===== src/rtl/resume_pkt_pkg.sv =====
package resume_pkt_pkg;

    localparam int QUAD_W = 32;
    localparam int ID_W   = 6;
    localparam int TYPE_W = 4;
    localparam int TAIL_W = QUAD_W - 2 - ID_W - 2 - TYPE_W;

    localparam logic [TYPE_W-1:0] EXT_TYPE_RESUME = 4'hF;

    // Layout of the first quadlet, MSB first.
    typedef struct packed {
        logic [1:0]        lead;
        logic [ID_W-1:0]   node_id;
        logic [1:0]        gap;
        logic [TYPE_W-1:0] ext_type;
        logic [TAIL_W-1:0] tail;
    } ext_quad0_t;

    typedef enum logic [1:0] {
        ST_IDLE     = 2'd0,
        ST_RESUMED  = 2'd1,
        ST_REJECTED = 2'd2
    } dec_state_e;

    typedef enum logic [1:0] {
        GO_IDLE   = 2'd0,
        GO_RESUME = 2'd1,
        GO_REJECT = 2'd2
    } dec_move_e;

endpackage


===== src/rtl/resume_inverse_cmp.sv =====
module resume_inverse_cmp #(
    parameter int WIDTH   = 32,
    parameter int SLICE_W = 8
) (
    input  logic [WIDTH-1:0] word_a_i,
    input  logic [WIDTH-1:0] word_b_i,
    output logic             inverse_ok_o
);
    localparam int NUM_SLICES = (WIDTH + SLICE_W - 1) / SLICE_W;
    localparam int PAD_W      = NUM_SLICES * SLICE_W;

    logic [PAD_W-1:0]      a_pad;
    logic [PAD_W-1:0]      b_pad;
    logic [NUM_SLICES-1:0] slice_ok;

    // Padding is all-ones on one side and zero on the other, so it always matches.
    always_comb begin
        a_pad = '0;
        b_pad = '1;
        a_pad[WIDTH-1:0] = word_a_i;
        b_pad[WIDTH-1:0] = word_b_i;
    end

    for (genvar s = 0; s < NUM_SLICES; s++) begin : g_slice
        assign slice_ok[s] = ((a_pad[s*SLICE_W +: SLICE_W] ^ b_pad[s*SLICE_W +: SLICE_W])
                              == {SLICE_W{1'b1}});
    end

    assign inverse_ok_o = &slice_ok;

endmodule


===== src/rtl/resume_field_check.sv =====
module resume_field_check
    import resume_pkt_pkg::*;
(
    input  logic [QUAD_W-1:0] quad0_i,
    input  logic [QUAD_W-1:0] quad1_i,
    output logic              claimed_o,
    output logic              good_o,
    output logic              bad_o
);
    ext_quad0_t hdr;
    logic       reserved_clear;
    logic       inverse_ok;

    assign hdr = ext_quad0_t'(quad0_i);

    resume_inverse_cmp #(
        .WIDTH   (QUAD_W),
        .SLICE_W (8)
    ) u_inv (
        .word_a_i     (quad0_i),
        .word_b_i     (quad1_i),
        .inverse_ok_o (inverse_ok)
    );

    always_comb begin
        claimed_o      = (hdr.lead == 2'b00) && (hdr.ext_type == EXT_TYPE_RESUME);
        reserved_clear = (hdr.gap == 2'b00) && (hdr.tail == '0);
        good_o         = claimed_o && reserved_clear && inverse_ok;
        bad_o          = claimed_o && !(reserved_clear && inverse_ok);
    end

    always_comb begin
        assert (!(good_o && bad_o));
    end

endmodule


===== src/rtl/resume_port_gate.sv =====
module resume_port_gate #(
    parameter int NUM_PORTS = 3
) (
    input  logic [NUM_PORTS-1:0] connected_i,
    input  logic [NUM_PORTS-1:0] suspended_i,
    input  logic                 fire_i,
    output logic [NUM_PORTS-1:0] resume_d_o
);
    for (genvar p = 0; p < NUM_PORTS; p++) begin : g_port
        logic eligible;
        assign eligible      = connected_i[p] & suspended_i[p];
        assign resume_d_o[p] = fire_i & eligible;
    end

endmodule


===== src/rtl/resume_pkt_decoder.sv =====
module resume_pkt_decoder
    import resume_pkt_pkg::*;
#(
    parameter int NUM_PORTS = 3
) (
    input  logic                 clk_i,
    input  logic                 rst_ni,
    input  logic                 pkt_valid_i,
    input  logic [31:0]          pkt_q0_i,
    input  logic [31:0]          pkt_q1_i,
    input  logic [NUM_PORTS-1:0] port_connected_i,
    input  logic [NUM_PORTS-1:0] port_suspended_i,
    output logic [NUM_PORTS-1:0] port_resume_o,
    output logic                 resume_valid_o,
    output logic                 pkt_error_o
);
    dec_state_e           state_q;
    dec_state_e           state_d;
    dec_move_e            move;
    logic                 claimed;
    logic                 pkt_good;
    logic                 pkt_bad;
    logic [NUM_PORTS-1:0] resume_d;
    logic [NUM_PORTS-1:0] resume_q;

    resume_field_check u_check (
        .quad0_i   (pkt_q0_i),
        .quad1_i   (pkt_q1_i),
        .claimed_o (claimed),
        .good_o    (pkt_good),
        .bad_o     (pkt_bad)
    );

    resume_port_gate #(
        .NUM_PORTS (NUM_PORTS)
    ) u_gate (
        .connected_i (port_connected_i),
        .suspended_i (port_suspended_i),
        .fire_i      (pkt_valid_i && pkt_good),
        .resume_d_o  (resume_d)
    );

    // Transition selection.
    always_comb begin
        if (pkt_valid_i && pkt_good) begin
            move = GO_RESUME;
        end else if (pkt_valid_i && pkt_bad) begin
            move = GO_REJECT;
        end else begin
            move = GO_IDLE;
        end
        unique case (move)
            GO_RESUME: state_d = ST_RESUMED;
            GO_REJECT: state_d = ST_REJECTED;
            GO_IDLE:   state_d = ST_IDLE;
            default:   state_d = ST_IDLE;
        endcase
    end

    // State register.
    always_ff @(posedge clk_i) begin
        if (!rst_ni) begin
            state_q <= ST_IDLE;
        end else begin
            state_q <= state_d;
        end
    end

    // Output register: the pulse vector is held only in the cycle after its strobe.
    always_ff @(posedge clk_i) begin
        if (!rst_ni) begin
            resume_q <= '0;
        end else begin
            resume_q <= resume_d;
        end
    end

    always_comb begin
        resume_valid_o = 1'b0;
        pkt_error_o    = 1'b0;
        port_resume_o  = '0;
        unique case (state_q)
            ST_RESUMED: begin
                resume_valid_o = 1'b1;
                port_resume_o  = resume_q;
            end
            ST_REJECTED: pkt_error_o = 1'b1;
            ST_IDLE:     ;
            default:     ;
        endcase
    end

    AST_FLAGS_EXCL: assert property (@(posedge clk_i) disable iff (!rst_ni)
        !(resume_valid_o && pkt_error_o));
    AST_PULSE_NEEDS_VALID: assert property (@(posedge clk_i) disable iff (!rst_ni)
        (port_resume_o != '0) |-> resume_valid_o);
    AST_QUIET_AFTER_NO_STROBE: assert property (@(posedge clk_i) disable iff (!rst_ni)
        !pkt_valid_i |=> (!resume_valid_o && !pkt_error_o && port_resume_o == '0));
    AST_ONLY_ELIGIBLE: assert property (@(posedge clk_i) disable iff (!rst_ni)
        pkt_valid_i |=> ((port_resume_o & ~$past(port_connected_i & port_suspended_i)) == '0));
    AST_ERR_FROM_CLAIM: assert property (@(posedge clk_i) disable iff (!rst_ni)
        (pkt_valid_i && claimed && !pkt_good) |=> (pkt_error_o && port_resume_o == '0));
    AST_UNCLAIMED_SILENT: assert property (@(posedge clk_i) disable iff (!rst_ni)
        (pkt_valid_i && !claimed) |=> (!pkt_error_o && !resume_valid_o));

endmodule


===== config.mk =====
export PLATFORM = sky130hd
export DESIGN_NAME = resume_pkt_decoder
export DESIGN_NICKNAME = d
export VERILOG_FILES = /design/src/rtl/resume_pkt_pkg.sv /design/src/rtl/resume_inverse_cmp.sv /design/src/rtl/resume_field_check.sv /design/src/rtl/resume_port_gate.sv /design/src/rtl/resume_pkt_decoder.sv
export SDC_FILE = /design/constraint.sdc
export NUM_CORES = 1
export LEC_CHECK = 0
export BUFFER_PORTS_ARGS = -buffer_cell sky130_fd_sc_hd__buf_2
export CORE_MARGIN = 5
export CORE_UTILIZATION = 25
export DETAILED_ROUTE_END_ITERATION = 6
export HOLD_SLACK_MARGIN = 0.06
export MAX_ROUTING_LAYER = met4
export PLACE_DENSITY = 0.63
export SYNTH_ARGS = -nofsm -noshare
export SYNTH_HDL_FRONTEND = slang
export SYNTH_HIERARCHICAL = 1
export SYNTH_SLANG_ARGS = --single-unit

===== constraint.sdc =====
create_clock -name clk_i -period 3.3 [get_ports clk_i]
set_input_delay 0.33 -clock clk_i [delete_from_list [all_inputs] [get_ports clk_i]]
set_output_delay 0.33 -clock clk_i [all_outputs]
set_load 0.05 [all_outputs]

# == Word-level counts from Yosys, hierarchy flattened ==
# Index checks and enable logic that the tools add are counted.
# word_totals
output_inout_bits,5
reg_bits,5
# op_classes
bitwise_logic,10
reduce_logical,13
n_eq_ne,9
n_mux,6
# op_table
op,n
$eq A8 B8 Y1 const B,4
$xor A8 B8 Y8,4
$logic_not A18 Y1,1
$logic_and A1 B1 Y1,8
$and A1 B1 Y1,6
$eq A2 B1 Y1 const B,2
$eq A2 B2 Y1 const B,2
$eq A4 B4 Y1 const B,1
$logic_not A2 Y1,2
$mux W2,2
$pmux W2 S2,1
$reduce_and A4 Y1,1
$mux W3,1
$mux W1,2
$logic_not A1 Y1,1

# == Logic depth before layout (Yosys ltp) ==
# depth
ltp_word,11
depth_mapped,9

# == Cells and area by module ==
# The synthesis kept the hierarchy.
# modules_own_cells
module,area_each_um2,seq_area_each_um2,n_inst,cells_each
resume_inverse_cmp,346.6,0.0,1,43
resume_pkt_decoder,183.9,100.1,1,16
resume_field_check,88.8,0.0,1,12
resume_port_gate,18.8,0.0,1,3

# == Worst setup path before layout ==
# OpenSTA, ideal clock, no wires.
# synth_path
kind,input -> register
startpoint,input port pkt_q0_i[31]
endpoint,register resume_q[0]
stages,9
arrival_ps,1674
required_ps,3243
slack_ps,1568
setup_ps,57
path_cell_list,xnor2_1 > nor4_1 > nand4_1 > nor2_1 > and4b_1 > and4b_1 > and2_1 > and3_1 > and2_2
# synth_via
elab_chain_len,6
word_cells_on_any_way,9
# synth_lines
item,line_no,rtl
from (decl),resume_pkt_decoder.sv:9,"input logic [31:0] pkt_q0_i,"
$xor A8 B8 Y8,resume_inverse_cmp.sv:25,assign slice_ok[s] = ((a_pad[s*SLICE_W +: SLICE_W] ^ b_pad[s*SLICE_W +: SLICE_W])
$eq A8 B8 Y1,resume_inverse_cmp.sv:26,== {SLICE_W{1'b1}});
$reduce_and A4 Y1,resume_inverse_cmp.sv:29,assign inverse_ok_o = &slice_ok;
named net u_check.inverse_ok,resume_field_check.sv:12,logic inverse_ok;
$logic_and A1 B1 Y1,resume_field_check.sv:28,good_o = claimed_o && reserved_clear && inverse_ok;
named net pkt_good,resume_pkt_decoder.sv:21,logic pkt_good;
$logic_and A1 B1 Y1,resume_pkt_decoder.sv:39,".fire_i (pkt_valid_i && pkt_good),"
$and A1 B1 Y1,resume_port_gate.sv:12,assign resume_d_o[p] = fire_i & eligible;
named net resume_d[0],resume_pkt_decoder.sv:23,logic [NUM_PORTS-1:0] resume_d;
to (signal assigned),resume_pkt_decoder.sv:74,resume_q <= resume_d;
to (decl),resume_pkt_decoder.sv:24,logic [NUM_PORTS-1:0] resume_q;
# The timed path passes the listed nets, and every way through them passes these cells.
# A chain may end at the register's enable or synchronous reset.

# == Worst setup path in the final report ==
# layout_path
startpoint,input port pkt_q0_i[26]
endpoint,register resume_q[2]
# Same word-level chain as after synthesis.

==> results.py <==
metrics = {
    "global_routing": {
        "grt-ovfl-total": 0,
        "grt_max_degree": 6,
        "antenna_found_initial": 0,
        "track_usage_pct": 12.5,
        "grt_pass1_wl_microns": 3420,
        "grt_pass1_vias": 947,
    },
    "layout": {
        "final_area_sq_mm": 0.00108,
        "final_layout_size_suffix_gt1_share_pct": 55.2,
        "fin_nets": 228,
        "area_growth_pct": 70.8,
        "finish.utilization_pct": 44.1,
        "diodes": 0,
        "stdcell_count": 184,
    },
    "sta": {
        "setup_violations": 0,
        "relSlewSlack_pct": 80.2,
        "period_needed_ps": 1820,
        "setup_slack_ps": 1480,
        "setup-tns-final_ps": 0,
        "fmax_mhz": 551,
        "tightestPinTransition_ps": 294,
        "fin_hold_ws_ps": 365,
        "fin_crit_sh_pct": 55.0,
        "rsz0062_at_grt": "false",
        "final_max_slew_viol_count": 0,
        "hold_viol": 0,
    },
    "setup_path": {
        "cp-start-kind": "input pin",
        "critPathRequiredTime_ps": 3480,
        "endpoint_kind": "register",
        "crit_fanout": 3,
        "critPathKind": "in -> reg",
        "cp.arrival_ps": 2000,
    },
    "cts": {
        "cts_setup_buffers": 0,
        "clock_sinks": 5,
        "numCtsBuffers": 3,
        "cts_resized": 0,
        "cts_buffer_depth": 2,
        "cts_root_buf": "clkbuf_4",
        "cts_max_level": 1,
        "cts_tree": "built",
        "clkTransAtPathRegs_ps": 40,
        "cts_hold_buf": 0,
    },
    "drt": {
        "finalWirelength_microns": 2200,
        "num_vias": 851,
        "initialDrtViolationCount": 32,
        "firstDrtPassIters": 3,
        "remaining_drc_errors": 0,
        "via_per_inst": 4.63,
        "antenna_left": 0,
        "wl_per_cell_microns": 12.0,
    },
    "power_and_ir_drop": {
        "power_mw": 0.226,
        "p_leak_nw": 0.531,
        "seqPwrFrac_pct": 26.9,
        "p_int_mw": 0.165,
        "ir_drop_v": 0.000134,
        "switching_share_pct": 26.8,
        "p_clk_share_pct": 30.5,
        "p_comb_share_pct": 42.6,
        "p_switching_mw": 0.0606,
        "pwr_density_cell_mw_per_mm2": 209,
    },
    "placement": {
        "io_buffer_count": 77,
        "postPlaceCellArea_sq_mm": 0.00106,
        "placed_cells": 180,
        "routabilityCongestion": 0.740,
        "place_ws_ps": 1210,
    },
    "floorplan": {
        "initial_utilization_pct": 25.8,
        "die_y_microns": 60.4,
        "dieWidth_microns": 60.4,
        "die-area_sq_mm": 0.00364,
        "core_area_sq_mm": 0.00245,
        "rows": 18,
        "ios": 78,
    },
    "logic_synthesis": {
        "synth_area_sq_um": 634,
        "synth_fp_nets": 146,
        "syn_avg_cell_area_sq_um": 8.69,
        "yosys_warnings": 6,
        "syn_inst": 73,
    },
    "run": {
        "maxCapViolations": 0,
    },
    "outcome": {
        "status": "complete, no violations",
    },
    "hold_path": {
        "min_path_type": "in -> reg",
    },
}
cell usage in the layout (no fill, tap or decap):
master / n
buf_2: 77
xnor2_1: 32
nor4_1: 9
dfxtp_1: 5
and3b_1: 3
and4b_1: 3
clkbuf_4: 3
nand4_1: 3
and3_1: 3
and2_1: 2
nor2b_1: 2
and2_2: 2
nor2_1: 2
and3_2: 1
clkbuf_1: 1
or3_1: 1
or4_4: 1
nor4_2: 1
or4_1: 1
nor3_1: 1
a31oi_1: 1
critical path, cell delays in order:
cell and delay [ps]:
buf_2 100, xnor2_1 110, nor4_1 320, nand4_1 140, nor2_1 110, and4b_1 210
and4b_1 230, and2_1 160, and3_1 150, and2_2 130
layer usage:
layer  GRT usage (%)  share of wire (%)  vias to the layer above
met4            3.80               0.59                        0
met5               -                  0                        -
li1                -                  -                      430
met1            13.2                 36                      360
met3            2.98                 15                        2
met2            22.7                 49                       59
state kept, by name, summed over array words and instances (netlist names):
register	cells
resume_q	3
state_q	2
area by class of cell:
cell class              instances  area [sq um]
repair buffers                 77           385
fillers                       243          1370
flip-flops and latches          5           100
well taps                      30          37.5
multi-input cells              68           534
clock buffers                   4          26.3
power by group through the flow:
stage          clock network [mW]  registers, mW  logic, mW
4_1_cts                    0.0728         0.0607     0.0980
3_3_place_gp                    0         0.0618     0.0967
2_1_floorplan                   0         0.0618     0.0399
6_report                   0.0690         0.0607     0.0963
3_5_place_dp                    0         0.0618     0.0979
5_1_grt                    0.0777         0.0606      0.106
worst paths after layout:
path / start / to / slack (ps) / depth (start not counted)
setup / recovery: pkt_q0_i[26] / resume_q[2] / 1480 / 10
hold / removal: rst_ni / resume_q[0] / 360 / 2
(Power assumes the default switching activity.)
